## src/rtl/adcrd_pkg.sv

```systemverilog
package adcrd_pkg;

    typedef enum logic [2:0] {
        ST_IDLE,
        ST_PRIME,
        ST_CONVERT,
        ST_SETUP,
        ST_CLK_HI,
        ST_CLK_LO,
        ST_HOLD,
        ST_FINISH
    } adcrd_state_e;

endpackage

```

## src/rtl/adcrd_timer.sv

```systemverilog
module adcrd_timer #(
    parameter int W = 8
) (
    input  logic         clk,
    input  logic         rst_n,
    input  logic         load,
    input  logic [W-1:0] load_val,
    output logic         expired
);

    logic [W-1:0] cnt_q;

    always_ff @(posedge clk or negedge rst_n) begin
        if (!rst_n) begin
            cnt_q <= '0;
        end else if (load) begin
            cnt_q <= load_val;
        end else if (cnt_q != '0) begin
            cnt_q <= cnt_q - 1'b1;
        end
    end

    assign expired = (cnt_q == '0);

endmodule

```

## src/rtl/adcrd_shreg.sv

```systemverilog
module adcrd_shreg #(
    parameter int W = 12
) (
    input  logic         clk,
    input  logic         rst_n,
    input  logic         load,
    input  logic [W-1:0] load_val,
    input  logic         shift,
    input  logic         in_bit,
    output logic [W-1:0] q
);

    always_ff @(posedge clk or negedge rst_n) begin
        if (!rst_n) begin
            q <= '0;
        end else if (load) begin
            q <= load_val;
        end else if (shift) begin
            if (W > 1) begin
                q <= {q[W-2:0], in_bit};
            end else begin
                q <= in_bit;
            end
        end
    end

endmodule

```

## src/rtl/adc_read_ctrl.sv

```systemverilog
module adc_read_ctrl
    import adcrd_pkg::*;
#(
    parameter int RES_BITS  = 12,
    parameter int CFG_BITS  = 2,
    parameter int CONV_CYC  = 320,
    parameter int HALF_CYC  = 3,
    parameter int SETUP_CYC = 3,
    parameter int HOLD_CYC  = 2
) (
    input  logic                clk,
    input  logic                rst_n,
    input  logic                start,
    input  logic [CFG_BITS-1:0] cfg_in,
    input  logic                sdo_in,
    output logic                busy,
    output logic                done,
    output logic [RES_BITS-1:0] result,
    output logic                cnv,
    output logic                sck,
    output logic                sdi
);

    // low time before first rising clock must meet both the setup and half-period rules
    localparam int SETUP_LEN = (SETUP_CYC > HALF_CYC) ? SETUP_CYC : HALF_CYC;
    localparam int MAX_A     = (CONV_CYC > SETUP_LEN) ? CONV_CYC : SETUP_LEN;
    localparam int MAX_B     = (HALF_CYC > HOLD_CYC) ? HALF_CYC : HOLD_CYC;
    localparam int MAX_LEN   = (MAX_A > MAX_B) ? MAX_A : MAX_B;
    localparam int TMR_W     = $clog2(MAX_LEN + 1);
    localparam int CNT_W     = $clog2(RES_BITS + 1);

    adcrd_state_e state_q, nxt;

    logic             tmr_exp;
    logic [TMR_W-1:0] tmr_val;
    logic [CNT_W-1:0] bits_q;
    logic             run_begin;
    logic             enter_hi;
    logic             leave_hi;
    logic [RES_BITS-1:0] res_sh;
    logic [CFG_BITS-1:0] cfg_sh;
    logic             cnv_q, sck_q, busy_q, done_q;
    logic [RES_BITS-1:0] result_q;

    function automatic logic [TMR_W-1:0] dur_of(adcrd_state_e s);
        unique case (s)
            ST_CONVERT: return TMR_W'(CONV_CYC - 1);
            ST_SETUP:   return TMR_W'(SETUP_LEN - 1);
            ST_CLK_HI:  return TMR_W'(HALF_CYC - 1);
            ST_CLK_LO:  return TMR_W'(HALF_CYC - 1);
            ST_HOLD:    return TMR_W'(HOLD_CYC - 1);
            default:    return '0;
        endcase
    endfunction

    // next-state decision
    always_comb begin
        nxt = state_q;
        unique case (state_q)
            ST_IDLE:    if (start)   nxt = ST_PRIME;
            ST_PRIME:   if (tmr_exp) nxt = ST_CONVERT;
            ST_CONVERT: if (tmr_exp) nxt = ST_SETUP;
            ST_SETUP:   if (tmr_exp) nxt = ST_CLK_HI;
            ST_CLK_HI:  if (tmr_exp) nxt = (bits_q == CNT_W'(RES_BITS)) ? ST_HOLD : ST_CLK_LO;
            ST_CLK_LO:  if (tmr_exp) nxt = ST_CLK_HI;
            ST_HOLD:    if (tmr_exp) nxt = ST_FINISH;
            ST_FINISH:               nxt = ST_IDLE;
            default:                 nxt = ST_IDLE;
        endcase
    end

    // state register
    always_ff @(posedge clk or negedge rst_n) begin
        if (!rst_n) begin
            state_q <= ST_IDLE;
        end else begin
            state_q <= nxt;
        end
    end

    assign run_begin = (state_q == ST_IDLE) && (nxt == ST_PRIME);
    assign enter_hi  = (state_q != ST_CLK_HI) && (nxt == ST_CLK_HI);
    assign leave_hi  = (state_q == ST_CLK_HI) && (nxt != ST_CLK_HI);
    assign tmr_val   = dur_of(nxt);

    adcrd_timer #(.W(TMR_W)) i_timer (
        .clk      (clk),
        .rst_n    (rst_n),
        .load     (nxt != state_q),
        .load_val (tmr_val),
        .expired  (tmr_exp)
    );

    // received bits, MSB first
    adcrd_shreg #(.W(RES_BITS)) i_res_sh (
        .clk      (clk),
        .rst_n    (rst_n),
        .load     (run_begin),
        .load_val ('0),
        .shift    (enter_hi),
        .in_bit   (sdo_in),
        .q        (res_sh)
    );

    // outgoing channel word, MSB first, refilled with zeros
    adcrd_shreg #(.W(CFG_BITS)) i_cfg_sh (
        .clk      (clk),
        .rst_n    (rst_n),
        .load     (run_begin),
        .load_val (cfg_in),
        .shift    (leave_hi),
        .in_bit   (1'b0),
        .q        (cfg_sh)
    );

    // bit counter
    always_ff @(posedge clk or negedge rst_n) begin
        if (!rst_n) begin
            bits_q <= '0;
        end else if (run_begin) begin
            bits_q <= '0;
        end else if (enter_hi) begin
            bits_q <= bits_q + 1'b1;
        end
    end

    // registered pin and handshake outputs, decoded from the next state
    always_ff @(posedge clk or negedge rst_n) begin
        if (!rst_n) begin
            cnv_q    <= 1'b0;
            sck_q    <= 1'b0;
            busy_q   <= 1'b0;
            done_q   <= 1'b0;
            result_q <= '0;
        end else begin
            cnv_q  <= (nxt == ST_CONVERT) || (nxt == ST_FINISH) || ((nxt == ST_IDLE) && cnv_q);
            sck_q  <= (nxt == ST_CLK_HI);
            busy_q <= (nxt != ST_IDLE) && (nxt != ST_FINISH);
            done_q <= (nxt == ST_FINISH);
            if (nxt == ST_FINISH) begin
                result_q <= res_sh;
            end
        end
    end

    assign cnv    = cnv_q;
    assign sck    = sck_q;
    assign sdi    = cfg_sh[CFG_BITS-1];
    assign busy   = busy_q;
    assign done   = done_q;
    assign result = result_q;

endmodule

```

## config.mk

```make
export PLATFORM = sky130hd
export DESIGN_NAME = adc_read_ctrl
export DESIGN_NICKNAME = d
export VERILOG_FILES = /design/src/rtl/adcrd_pkg.sv /design/src/rtl/adcrd_timer.sv /design/src/rtl/adcrd_shreg.sv /design/src/rtl/adc_read_ctrl.sv
export SDC_FILE = /design/constraint.sdc
export NUM_CORES = 1
export LEC_CHECK = 0
export BUFFER_PORTS_ARGS = -buffer_cell sky130_fd_sc_hd__buf_4
export CORE_ASPECT_RATIO = 1.75
export CORE_MARGIN = 2
export CORE_UTILIZATION = 34
export CTS_CLUSTER_SIZE = 40
export DETAILED_ROUTE_END_ITERATION = 8
export PLACE_DENSITY = 0.6
export SLEW_MARGIN = 20
export SYNTH_ARGS = -nofsm -noshare
export SYNTH_HDL_FRONTEND = slang
export SYNTH_SLANG_ARGS = --single-unit
```

## constraint.sdc

```tcl
create_clock -name clk -period 4.02 [get_ports clk]
set_input_delay 0.804 -clock clk [delete_from_list [all_inputs] [get_ports clk]]
set_output_delay 0.804 -clock clk [all_outputs]
set_load 0.02 [all_outputs]
```

Word level (Yosys, flattened, before mapping). Index checks and enable logic that the tools add are counted.

Register bits: 46. Latch bits: 0. RAM bits: 0. ROM bits: 0. Input port bits: 6. Logic and storage cells: 65. Memories kept: 0.

$add $sub $neg: 2. Multiply operators: 0. Divide/modulo/power cells: 0. Order comparisons: 0. Equality and inequality tests: 19. Shift operators: 0. Muxes and demuxes: 17. Bitwise gates (word level): 0. Reductions and logical operators: 17.

Operators with widths (count): 9-bit one-hot mux with 3 select lines (1); 3-bit equality test (second input constant) (8); 12-bit 2-to-1 mux (2); 3-bit one-hot mux with 7 select lines (1); 3-bit 2-to-1 mux (6); 9-bit 2-to-1 mux (2); 3-bit by 2-bit equality test with 1-bit output (second input constant) (4); 9-bit zero test (1); 3-bit != test (second input constant) (3); 9-bit nonzero test (1); 9-bit by 1-bit subtractor with 9-bit output (second input constant) (1); 4-bit 2-to-1 mux (2); 3-bit by 1-bit equality test with 1-bit output (second input constant) (2); 3-bit zero test (2); 2-bit 2-to-1 mux (3); 2-bit nonzero test (3); 1-bit logical AND (5); 4-bit by 1-bit adder with 4-bit output (second input constant) (1); 4-bit equality test (second input constant) (1); 3-bit != test (1); 3-bit nonzero test (1); 3-bit OR reduction (1); 1-bit logical OR (2); 2-bit OR reduction (1).

Longest topological paths before layout.
Depth after elaboration: 8. Depth in mapped cells: 8.

Cells and area by module. From an unflattened synthesis, not the netlist that was laid out.

Cells, all modules: 221. Area total of the unflattened synthesis: 2373.5 µm².

By module, submodules not included: adc_read_ctrl (times used 1, cells an instance 105, area each 1201.2 µm², seq. area each 575.6 µm²); adcrd_shreg (i_res_sh) (times used 1, cells an instance 51, area each 550.5 µm², seq. area each 300.3 µm²); adcrd_timer (times used 1, cells an instance 57, area each 534.3 µm², seq. area each 225.2 µm²); adcrd_shreg (i_cfg_sh) (times used 1, cells an instance 8, area each 87.6 µm², seq. area each 50.0 µm²).

Least setup slack after synthesis. OpenSTA, ideal clock, no wires.

Kind: input port to flip-flop. Start: in start. End: reg i_res_sh.q[10]. Setup time: 0.134 ns. Arrival: 1.895 ns. Required time: 3.886 ns. Path slack: 1.992 ns. Stages: 5. Path buffers: 2. Path through: or4b_2 clkbuf_1 clkbuf_1 nand2_1 o21ai_0.

Cells in the longest elaborated chain, start to end: 5.

Ends and longest elaborated chain: from (decl) (line adc_read_ctrl.sv:13) `input logic start,`; 3-bit 2-to-1 mux (*) (line adc_read_ctrl.sv:60) `ST_IDLE: if (start) nxt = ST_PRIME;`; 3-bit one-hot mux with 7 select lines (*) (line adc_read_ctrl.sv:59) `unique case (state_q)`; 3-bit by 1-bit equality test with 1-bit output / 3-bit equality test (equally long branches) (line adc_read_ctrl.sv:81, adc_read_ctrl.sv:82); 1-bit logical AND, on equally long branches (line adc_read_ctrl.sv:81, adc_read_ctrl.sv:82); 12-bit 2-to-1 mux / 2-bit nonzero test (equally long branches); to (signal assigned) (line adcrd_shreg.sv:17) `q <= load_val;`; to (signal assigned) (line adcrd_shreg.sv:20) `q <= {q[W-2:0], in_bit};`; to (signal assigned) (line adcrd_shreg.sv:22) `q <= in_bit;`; to (decl) (line adcrd_shreg.sv:10) `output logic [W-1:0] q`.

Mark *: on every way between the ends. The rest lies on a longest branch, timed or not. A chain may end at the register's enable or synchronous reset.

Final worst setup path.
Start: reg i_timer.cnt_q[4]. End: reg result_q[1] (netlist: result[1]).

Cells in the longest elaborated chain, start to end: 4.

Ends and longest elaborated chain: from (decl) (line adcrd_timer.sv:11) `logic [W-1:0] cnt_q;`; from (signal assigned) (line adcrd_timer.sv:17) `cnt_q <= load_val;`; from (signal assigned) (line adcrd_timer.sv:19) `cnt_q <= cnt_q - 1'b1;`; 9-bit zero test (*) (line adcrd_timer.sv:23) `assign expired = (cnt_q == '0);`; 3-bit 2-to-1 mux, on equally long branches; 3-bit one-hot mux with 7 select lines (*) (line adc_read_ctrl.sv:59); 3-bit equality test (*) (line adc_read_ctrl.sv:140) `if (nxt == ST_FINISH) begin`; to (signal assigned) (line adc_read_ctrl.sv:141) `result_q <= res_sh;`; to (decl) (line adc_read_ctrl.sv:43) `logic [RES_BITS-1:0] result_q;`.

Marks and branches as above.

==> out/metrics.yaml <==
run_status:
  status: "completed"
hold_path:
  holdCritPathClass: "reg2reg"
  hold-path-cell-count: 1
pwr:
  power_leakage_nw: 1.221
  p_int_uw: 761.3
  clkPwrFrac_pct: 48.9
  combPwrFrac_pct: 1.7
  seqPwrFrac_pct: 49.4
  p_sw_uw: 178.2
  power_density_nw_per_um2: 357.2
  p_sw_share_pct: 18.97
  vdd_drop_max_uv: 176.5
place:
  place.gp.congestion: 0.8067
  port_buffers: 22
  hpwl_mm: 3.123
  place_area_um2: 2464
  pre_cts_ws_ns: 1.464
timing:
  final_hold_viol_count: 0
  setup_viol: 0
  tightest_slew_ns: 0.8531
  max_freq_mhz: 390.0
  fin_worst_skew_ns: 0.001849
  drv_slew: 0
  timing.final.crit_share_pct: 63.78
  whs_ns: 0.5027
  slew_headroom_pct: 42.60
  rsz0062_at_grt: "false"
  min_period_ns: 2.564
  fin_tns_setup_ns: 0
  worst_slack_ns: 1.456
routing:
  drc: 0
  wirelength_mm: 4.476
  drtIter0Drc: 115
  num_vias: 1656
  vias_per_cell: 5.241
  wl_per_cell_um: 14.16
  drt-pass1-iter-count: 4
  ant_nets: 0
cts:
  clk_latency_ns: 0.28
  clkTransAtPathRegs_ns: 0.06
  clkSinkCount: 46
  cts_hold_buf: 0
  cts_buffers: 5
  clock-root-buffer: "clkbuf_16"
  tritoncts: "done"
  ctsResizeCount: 0
  h-tree-depth: 2
  cts_max_path_buffers: 2
  cts_setup_buffers: 0
yosys:
  synth_edf_count: 0
  syn_area_per_cell_um2: 10.42
  synth_largest_area_cell: "dfrtp_1"
  yosys_warnings: 0
  synth_flop_cell: "dfrtp_1"
  synthTopCellsByArea: "dfrtp_1 (51%), mux2_2 (6.0%), nand2_1 (5.7%), mux2i_1 (3.6%), o21ai_0 (3.4%)"
  synth_top_area_share_pct: 51.37
  synth.distinct_cells: 47
  synth_cells: 215
  yosysMostFrequentCell: "dfrtp_1"
  ys_top_cells_by_count: "dfrtp_1 (46), nand2_1 (34), o21ai_0 (15)"
  syn_nets: 225
  ys_seq_area_share_pct: 51.37
  syn-cell-area_um2: 2241
  synth-seq-cells: 46
  async_reset_ff_share_pct: 100.0
finish:
  nets: 243
  postLayoutCellArea_um2: 2630
  insertedDiodeCount: 0
  area_growth_pct: 17.36
  layout-drive-gt1-share_pct: 21.79
grt:
  grt_start_max_net_pins: 47
  grt_usage_pct: 13.43
  grt-ovfl-total: 0
  grt_pass1_vias: 1618
  antenna_found_initial: 0
  grt_pass1_wl_mm: 7.783
floorplanning:
  dieArea_um2: 7282
  core.rowCount: 39
  die_h_um: 111.4
  io_pins: 23
  dieWidth_um: 65.37
  start_util_pct: 34.79
  placeableCoreArea_um2: 6441
critical_path:
  critPathMaxFanout: 13
  worstSetupPathType: "reg2reg"
  end_kind: "flop"
  reg2regPathDepth: 4
  critPathArrivalTime_ns: 2.73
  cp.required_ns: 4.18
  start_kind: "flop"
run:
  drv_cap: 0
==> per-layer routing <==
metal	vias up	track usage (%)	part of all wire (%)
met1	809	16.42	42
li1	797	-	-
met5	-	0	0
met2	42	22.65	52
met4	0	5.694	2.0
met3	8	2.626	3.7
==> kinds of logic after synthesis <==
family                     Yosys count  share of synthesized area (%)
AOI/OAI and AO/OA                   47                          13.90
xor gates and xnor gates             4                          1.563
adders and majority gates            4                          2.233
buffers and inverters               20                          4.076
DFF                                 46                          51.37
muxes                               20                          9.604
and+or+nand+nor                     74                          17.25
==> area by class of cell <==
type / instances / area [um^2]
sequential: 46 / 1151
multi-input combinational: 149 / 1007
tap: 82 / 102.6
fill: 659 / 3811
clock buffer: 6 / 128.9
timing repair buffer: 23 / 172.7
inverter: 8 / 30.03
clock inverter: 2 / 37.54
==> registers in the layout (all words and copies together), names as in the netlist <==
register / cells
state_q: 3
i_timer.cnt_q: 9
i_res_sh.q: 12
i_cfg_sh.q: 2
cnv: 1
busy: 1
done: 1
sck: 1
bits_q: 4
result: 12
==> path summary, 6_finish.rpt <==
kind                       slack, ns         end             start
hold / removal                  0.50  result[11]    i_res_sh.q[11]
min in group asynchronous       0.52   result[9]             rst_n
hold reg to reg                 0.50  result[11]    i_res_sh.q[11]
max in group asynchronous       3.09         sck             rst_n
setup / recovery                1.46   result[1]  i_timer.cnt_q[4]
setup reg to reg                1.46   result[1]  i_timer.cnt_q[4]
==> layout by cell type (no fill, tap or decap), types with 2 or more instances in the layout <==
master	synthesis	layout
a21oi_1	7	7
o31ai_1	6	6
o211a_1	2	2
a31oi_1	3	3
nand3_1	5	5
nor2_1	12	12
nand2b_1	2	2
buf_4	2	23
ha_1	4	4
nor4_1	4	4
a2bb2oi_1	2	2
o21ai_0	15	15
clkbuf_16	0	5
xnor2_1	4	4
inv_1	7	7
mux2i_1	8	8
dfrtp_1	46	46
and3_1	2	2
nor3b_1	3	3
mux2_2	12	12
o22ai_1	2	2
nand2_1	34	34
==> power groups by stage <==
stage | combinational, mW | sequential [mW] | clock [mW]
after floorplan | 0.00233 | 0.472 | 0
after global placement | 0.0167 | 0.472 | 0
after detailed placement | 0.0169 | 0.472 | 0
after CTS | 0.0169 | 0.464 | 0.477
after global routing | 0.0187 | 0.463 | 0.493
final | 0.0161 | 0.464 | 0.460
==> worst max-delay path, cell delays in order (launching register included) <==
cell	delay, ns
dfrtp_1	0.44
nor4_1	0.76
nand2_2	0.26
nor3_4	0.58
mux2_2	0.40
==> stage by stage <==
step           power [mW]  util (%)  std cells
2_1_floorplan      0.4747         -        215
3_3_place_gp       0.4890     38.25        308
3_5_place_dp       0.4892     38.25        308
4_1_cts            0.9575     40.83        316
5_1_grt            0.9747     40.83        316
6_report           0.9395     40.83        316
(Power assumes the default switching activity.)
